**config.mk**
```make
export PLATFORM = sky130hd
export DESIGN_NAME = vreg_remap_unit
export DESIGN_NICKNAME = d
export VERILOG_FILES = /design/src/rtl/vremap_pkg.sv /design/src/rtl/remap_table.sv /design/src/rtl/remap_calc.sv /design/src/rtl/vreg_remap_unit.sv
export SDC_FILE = /design/constraint.sdc
export NUM_CORES = 1
export LEC_CHECK = 0
export BUFFER_PORTS_ARGS = -buffer_cell sky130_fd_sc_hd__buf_2
export CAP_MARGIN = 10
export CORE_ASPECT_RATIO = 1.75
export CORE_MARGIN = 2
export CORE_UTILIZATION = 55
export DETAILED_ROUTE_END_ITERATION = 16
export PLACE_DENSITY = 0.83
export REMOVE_ABC_BUFFERS = 1
export SETUP_SLACK_MARGIN = 0.15
export SLEW_MARGIN = 20
export SYNTH_ARGS = -nofsm -noshare
export SYNTH_HDL_FRONTEND = slang
export SYNTH_SLANG_ARGS = --single-unit
```
**constraint.sdc**
```tcl
create_clock -name clk -period 8.5 [get_ports clk]
set_input_delay 0.85 -clock clk [delete_from_list [all_inputs] [get_ports clk]]
set_output_delay 0.85 -clock clk [all_outputs]
set_load 0.02 [all_outputs]
```
**src/rtl/vremap_pkg.sv**
```systemverilog
package vremap_pkg;

    localparam int AREG_W   = 5;
    localparam int PREG_W   = 6;
    localparam int OFFS_W   = 6;
    localparam int MASK_W   = 1 << OFFS_W;
    localparam int NUM_AREG = 1 << AREG_W;
    localparam int NUM_KIND = 2;

    typedef enum logic {
        KIND_INT = 1'b0,
        KIND_FP  = 1'b1
    } reg_kind_e;

    typedef struct packed {
        logic              active;
        logic              isvec;
        logic [PREG_W-1:0] target;
    } map_entry_t;

    typedef struct packed {
        logic              loop;
        logic [PREG_W-1:0] preg;
    } remap_res_t;

    function automatic logic [PREG_W-1:0] widen_areg(input logic [AREG_W-1:0] a);
        return PREG_W'(a);
    endfunction

    function automatic logic pred_bit(input logic [MASK_W-1:0] m,
                                      input logic [OFFS_W-1:0] o);
        return m[o];
    endfunction

endpackage

```
**src/rtl/remap_table.sv**
```systemverilog
module remap_table
    import vremap_pkg::*;
#(
    parameter int DEPTH  = NUM_AREG,
    localparam int ADDR_W = $clog2(DEPTH)
) (
    input  logic              clk,
    input  logic              rst,
    input  logic              wr_en,
    input  logic [ADDR_W-1:0] wr_addr,
    input  map_entry_t        wr_data,
    input  logic [ADDR_W-1:0] rd_addr,
    output map_entry_t        rd_data
);

    map_entry_t mem [DEPTH];

    always_ff @(posedge clk) begin
        if (rst) begin
            for (int i = 0; i < DEPTH; i++) begin
                mem[i] <= '0;
            end
        end else if (wr_en) begin
            mem[wr_addr] <= wr_data;
        end
    end

    assign rd_data = mem[rd_addr];


    wr_lands_chk: assert property (@(posedge clk) disable iff (rst)
        wr_en |=> mem[$past(wr_addr)] == $past(wr_data));

endmodule

```
**src/rtl/remap_calc.sv**
```systemverilog
module remap_calc
    import vremap_pkg::*;
(
    input  logic [AREG_W-1:0] areg,
    input  logic [OFFS_W-1:0] offs,
    input  logic [MASK_W-1:0] mask,
    input  map_entry_t        entry,
    output remap_res_t        res
);

    logic [PREG_W-1:0] base;
    logic [PREG_W-1:0] stepped;
    logic              keep;

    always_comb begin
        base    = entry.target;
        stepped = entry.isvec ? PREG_W'(base + PREG_W'(offs)) : base;
        keep    = pred_bit(mask, offs);
        res     = '0;
        if (!entry.active) begin
            res.preg = widen_areg(areg);
            res.loop = 1'b0;
        end else begin
            res.preg = keep ? stepped : '0;
            res.loop = entry.isvec;
        end
    end

endmodule

```
**src/rtl/vreg_remap_unit.sv**
```systemverilog
module vreg_remap_unit
    import vremap_pkg::*;
(
    input  logic              clk,
    input  logic              rst,
    input  logic              cfg_we,
    input  logic              cfg_fp,
    input  logic [AREG_W-1:0] cfg_areg,
    input  logic              cfg_active,
    input  logic              cfg_vec,
    input  logic [PREG_W-1:0] cfg_target,
    input  logic              lk_valid,
    input  logic              lk_fp,
    input  logic [AREG_W-1:0] lk_areg,
    input  logic [OFFS_W-1:0] lk_offs,
    input  logic [MASK_W-1:0] lk_mask,
    output logic              res_valid,
    output logic [PREG_W-1:0] res_preg,
    output logic              res_loop
);

    map_entry_t wr_entry;
    map_entry_t kind_rd [NUM_KIND];
    map_entry_t sel_entry;
    remap_res_t calc_res;
    remap_res_t res_q;
    logic       valid_q;

    assign wr_entry = '{active: cfg_active, isvec: cfg_vec, target: cfg_target};

    for (genvar k = 0; k < NUM_KIND; k++) begin : g_tbl
        logic kind_we;
        assign kind_we = cfg_we && (cfg_fp == k[0]);
        remap_table #(.DEPTH(NUM_AREG)) tbl_i (
            .clk     (clk),
            .rst     (rst),
            .wr_en   (kind_we),
            .wr_addr (cfg_areg),
            .wr_data (wr_entry),
            .rd_addr (lk_areg),
            .rd_data (kind_rd[k])
        );
    end

    assign sel_entry = (reg_kind_e'(lk_fp) == KIND_FP) ? kind_rd[KIND_FP] : kind_rd[KIND_INT];

    remap_calc calc_i (
        .areg  (lk_areg),
        .offs  (lk_offs),
        .mask  (lk_mask),
        .entry (sel_entry),
        .res   (calc_res)
    );

    always_ff @(posedge clk) begin
        if (rst) begin
            valid_q <= 1'b0;
            res_q   <= '0;
        end else begin
            valid_q <= lk_valid;
            if (lk_valid) begin
                res_q <= calc_res;
            end
        end
    end

    assign res_valid = valid_q;
    assign res_preg  = res_q.preg;
    assign res_loop  = res_q.loop;


    res_follows_req_chk: assert property (@(posedge clk) disable iff (rst)
        lk_valid |=> res_valid);


    no_spurious_res_chk: assert property (@(posedge clk) disable iff (rst)
        !lk_valid |=> !res_valid);


    identity_pass_chk: assert property (@(posedge clk) disable iff (rst)
        (lk_valid && !sel_entry.active) |=>
            (res_preg == PREG_W'($past(lk_areg)) && !res_loop));


    pred_zero_chk: assert property (@(posedge clk) disable iff (rst)
        (lk_valid && sel_entry.active && !lk_mask[lk_offs]) |=> (res_preg == '0));


    vec_loop_chk: assert property (@(posedge clk) disable iff (rst)
        (lk_valid && sel_entry.active && sel_entry.isvec) |=> res_loop);


    scalar_noloop_chk: assert property (@(posedge clk) disable iff (rst)
        (lk_valid && sel_entry.active && !sel_entry.isvec) |=> !res_loop);

endmodule

```
---- After elaboration in Yosys (flattened, before gate mapping) ----
Memory sizes are Yosys's and may differ from the RTL's.
Index checks and enable logic that the tools add are counted.
storage, ports and cells
  flip-flop bits (word level) ............. 8
  bits in writable memories ............... 512
  bits of input ports ..................... 94
  output and inout port bits .............. 8
  word-level logic and storage cells ...... 32
  memories ................................ 2
cells by class
  add/sub/neg operators ................... 1
  magnitude comparators ................... 1
  mux-type cells .......................... 20
  bitwise operators ....................... 1
  reductions and logical operators ........ 4
memory list
  name                words  width  read ports  clocked after memory_dff  wr ports  line               RTL
  g_tbl[0].tbl_i.mem  32     8      1           0                         32        remap_table.sv:16  map_entry_t mem [DEPTH];
  g_tbl[1].tbl_i.mem  32     8      1           0                         32        remap_table.sv:16
operators with widths
  operator                                                               number
  8-bit 2-to-1 mux                                                       3
  8-bit OR reduction                                                     2
  6-bit 2-to-1 mux                                                       2
  1-bit 2-to-1 mux                                                       11
  5-bit 2-to-1 mux                                                       2
  6-bit by 7-bit < comparator with 1-bit output (second input constant)  1
  7-bit 2-to-1 mux                                                       1
  6-bit adder                                                            1
  1-bit binary-select mux with 6-bit select                              1
  1-bit logical AND                                                      2
  1-bit inverter                                                         1

---- Longest topological paths before layout ----
  depth in word-level cells ............... 7
  depth in mapped cells ................... 17
  gate-level depth less buffers ........... 13

---- Cells and area by module ----
A second synthesis with hierarchy kept.
unflattened totals
  cell total of the unflattened synthesis .. 1611
  area, all modules ....................... 25046.5 um^2
by module, submodules not included
  module           times used  cells each  area each (um^2)  seq. area each (um^2)
  remap_table      2           725         11817.6           7687.4
  remap_calc       1           125         993.5             0.0
  vreg_remap_unit  1           36          417.9             160.2

---- Least setup slack after synthesis ----
OpenSTA, ideal clock, no wires.
  path type ............................... in2reg
  from .................................... in lk_areg[0]
  to ...................................... reg res_q (netlist bit res_preg[4])
  library setup time ...................... 0.123 ns
  arrival time ............................ 3.876 ns
  setup slack ............................. 4.501 ns
  stages on the path ...................... 15
  cells stage by stage .................... buf_6 > buf_6 > buf_6 > buf_4 > mux4_2 > a22oi_1 > nand4_1 > and3_1 > ha_1 > fa_1 > a21o_1 > a21oi_1 > xnor2_1 > mux2_2 > o2bb2ai_1
between the ends
  longest elaborated chain between the ends .. 6
  elaborated cells on any way between the ends .. 7
  classes of those cells .................. add/sub (1); mux (4); memory (2)
ends and longest elaborated chain
  element                 line                   RTL
  start: declaration      vreg_remap_unit.sv:14  input logic [AREG_W-1:0] lk_areg,
  memory read 32 x 8 bit  --
  8-bit 2-to-1 mux *      vreg_remap_unit.sv:45  assign sel_entry = (reg_kind_e'(lk_fp) == KIND_FP) ? kind_rd[KIND_FP] : kind_rd[KIND_INT];
  6-bit adder             remap_calc.sv:17       stepped = entry.isvec ? PREG_W'(base + PREG_W'(offs)) : base;
  6-bit 2-to-1 mux        remap_calc.sv:17
  6-bit 2-to-1 mux        remap_calc.sv:24       res.preg = keep ? stepped : '0;
  7-bit 2-to-1 mux *      remap_calc.sv:20       if (!entry.active) begin
  end signal: assignment  vreg_remap_unit.sv:62  res_q <= calc_res;
  end: declaration        vreg_remap_unit.sv:26  remap_res_t res_q;
Every way passes the cells marked *; elsewhere a longest branch is shown, timed or not.
A chain may end at the register's enable or synchronous reset.

---- Worst setup path after layout ----
  from .................................... in lk_areg[0]
  to ...................................... reg res_q (netlist bit res_preg[5])
Same word-level chain as after synthesis.

==> summary.md <==
| Metric | Value |
|---|---|
| Max-slew headroom | `29.11%` |
| Clk buf depth | `3` |
| Total core area | `0.04498 mm2` |
| Layout area overhead | `8.927%` |
| Post_cts resized | `0` |
| Buffers on Ports | `101` |
| Routed vias/inst | `approximately 6.3` |
| Maximum operating frequency | `208.3 MHz` |
| Critical Path Start | `lk_areg[0]` |
| Main synth FF type | `edfxtp_1` |
| # DRC | `0` |
| CP max stage delay | `0.67 ns` |
| Worst setup margin | `3.698 ns` |
| Area of the multi-input gates | `0.008821 mm2` |
| Critical path depth in cells | `14` |
| Post-synth top area share | `61.66%` |
| Cell Rows | `103` |
| Most used cell along the critical path | `o21ai_0` |
| Largest net degree at the start of global routing | `65` |
| Die ar. | `0.04712 mm2` |
| Depth of the worst register-to-register path | `13` |
| Top post-synthesis cells by area | `edfxtp_1 62%, and2_1 13%, mux4_2 13%` |
| Worst Path Required | `8.97 ns` |
| Tmin final | `4.802 ns` |
| Total track usage | `26.77%` |
| Fin Setup TNS | `0 ns` |
| Post-synth cell types | `a little over 60` |
| Main combinational cell family by area after synthesis | `simple AND/OR/NAND/NOR gates` |
| Crit-path cells | `clkbuf_8 > buf_4 > mux4_2 > mux2i_1 > a211oi_1 > or4_4 > ha_1 > o21ai_0 > o21bai_1 > a21oi_1 > xnor2_1 > o21ai_0 > xor2_1 > a22o_1` |
| Count of final setup violators | `0` |
| Number of synthesized flops with an enable pin | `512` |
| Skew-Pair Late Insertion Delay | `0.58 ns` |
| Post-synthesis sequential area ratio | `62.30%` |
| Reg2reg setup slack | `between 4 and 5 ns` |
| VDD IR-drop max | `approximately 0.17 mV` |
| Synth Warn # | `0` |
| Initial Util | `a little under three fifths` |
| Simple-gate area share of the yosys netlist | `17.87%` |
| Routability cong. | `0.9590` |
| Adder-Cell Fraction of Synth Area | `less than 1%` |
| Critical path endpoint category | `flip-flop` |
| TritonRoute pass-1 iters | `7` |
| Startpoint types | `primary input` |
| XOR/XNOR share of the synthesized area | `0.1756%` |
| Crit Path Category | `primary input to flip-flop` |
| Routed Antenna Nets | `0` |
| Worst-Margin Slew | `1.061 ns` |
| GR Overflow Total | `0` |
| Synth Register Bits | `520` |
| Num CTS Buffers | `43` |
| RSZ-0062 raised after global routing | `no` |
| Area of the mapped netlist | `around 0.025 mm2` |
| CTS tree | `built` |
| Setup Buffers After CTS | `0` |
| Clk_skew | `0.02053 ns` |
| Arr. time, crit path | `about 5.3 ns` |
| CTS Root Cell | `clkbuf_16` |
| Post-synthesis cell type with the largest combined area | `edfxtp_1` |
| Chip Height | `285.7 um` |
| Crit path max-delay family | `buffers and inverters` |
| Worst path slowest cell | `buf_4` |
| Clk pin slew, worst setup/hold paths | `0.07 ns` |
| Nets@finish | `roughly 1,800` |
| Antenna fix cells | `0` |
| FF+latch area | `0.01553 mm2` |
| Final Hold Viols | `0` |
| Initial DRC Count | `~1,400` |
| First-pass GRT wire length | `92,670 um` |
| # IOs | `102` |
| Hold path startpoint | `res_loop` |
| Worst path bufs/invs | `2` |
| Post-Route WL | `61,390 um` |
| Critical path peak fanout | `49` |
| Pre-CTS setup slack | `3.221 ns` |
| Initial antenna violation count | `0` |
| Hold WC Path Type | `flip-flop to flip-flop` |
| Die width | `165.0 um` |
| CTS Sinks | `520` |
| Wirelength per Cell | `roughly 26 um` |
| Max Slew Vio Count | `0` |
| Compound-Gate Fraction of Synth Area | `2.775%` |
| Total number of vias | `14,650` |
| Share of flip-flops with an asynchronous set or reset | `0%` |
| Multiplexer share of the synthesized area | `between 10% and 20%` |
| CTS H-tree lvls | `2` |
| Number of global-route vias before repair | `15,220` |
| DP Wirelength | `41,010 um` |
| Max Cap Viol | `0` |
| Post-Synthesis Cells | `1,670` |
| WHS Path Cells | `2` |
| Syn Area/Cell | `14.93 um2` |
| Final worst-path cycle share | `between 50% and 60%` |
| Worst Hold Path EP | `res_loop` |
| Hold Buf Count CTS | `0` |
| Layout cells sized above 1 | `23.69%` |
| P per Cell Area | `204.6 mW/mm2` |
| Count leader, synth | `and2_1` |
| Reg2reg start | `g_tbl[0].tbl_i.mem[19][3]` |
| Synth top cells by count | `513 x and2_1, 512 x edfxtp_1, 141 x mux4_2` |
| Status | `finished, final reports clean` |
| P_leak | `9.461 nW` |
| Fillers | `3,186` |
| Overall Power | `5.557 mW` |
| Crit Reg-Reg Endpoint | `res_preg[5]` |
-- cells by family after synthesis --
group | count (synthesis)
xor gates and xnor gates | 5
muxes | 176
buffers and inverters | 124
adders and majority gates | 6
and+or+nand+nor | 747
AOI/OAI and AO/OA | 92
DFF | 520
-- worst reg2reg max path, stage by stage (launching register included) --
cell,delay (ns)
edfxtp_1,0.37
mux4_2,0.48
nor2b_1,0.15
a211oi_1,0.41
a211oi_1,0.24
or4_4,0.59
ha_1,0.33
o21ai_0,0.09
o21bai_1,0.09
a21oi_1,0.18
xnor2_1,0.13
o21ai_0,0.11
xor2_1,0.16
a22o_1,0.25
-- area by class of cell --
class                   count  share of cell area, %
inverters                   3                0.04146
multi-input cells        1026                  32.48
clock buffers              54                  4.271
repair buffers            117                  2.363
well taps                 577                  2.658
clock inverters            23                 0.9905
flip-flops and latches    520                  57.20
-- layer usage --
layer | up-vias | track usage (%) | wire (um)
li1 | 6264 | - | -
met1 | 7320 | 30.77 | 20300
met4 | 0 | 16.89 | 4426
met3 | 209 | 4.248 | 5051
met2 | 855 | 46.31 | 31610
met5 | - | 0 | 0
-- how the worst max path moves through the flow --
| stage | to |
|---|---|
| finish | res_preg[5] |
| detailed placement | res_preg[5] |
| global placement | res_preg[5] |
| CTS | res_preg[4] |
| global route | res_preg[5] |
| floorplan | res_preg[5] |
-- per-stage QoR --
stage          util (%)  instance area [um2]  hold WS, ns  std cells
5_1_grt           60.39                27160       0.5668       2320
3_5_place_dp      57.20                25730       0.4940       2243
2_1_floorplan         -                24360       0.5364       1549
4_1_cts           60.38                27150       0.5059       2320
3_3_place_gp      57.20                25730       0.4920       2243
6_report          60.39                27160       0.5121       2320
-- report_power, final --
group          switching (mW)  internal [mW]  total (mW)
clock                   0.905           1.15        2.06
combinational           0.302          0.208       0.510
sequential             0.0469           2.94        2.99
total                    1.25           4.30        5.56
-- state kept, by name, summed over array words and instances (netlist names) --
signal and flops:
g_tbl.tbl_i.mem 512, res_loop 1, res_valid 1, res_preg 6
-- cell usage in the layout, fill, tap and decap left out, types with 16 or more instances in the layout --
cell type / count
mux2i_1: 20
nor2b_1: 19
nand2_1: 18
clkbuf_16: 45
buf_4: 19
and2_1: 513
buf_2: 97
edfxtp_1: 512
nor2_1: 74
mux4_2: 141
o22ai_1: 16
or2_2: 65
Power figures use the tool's default switching activity.
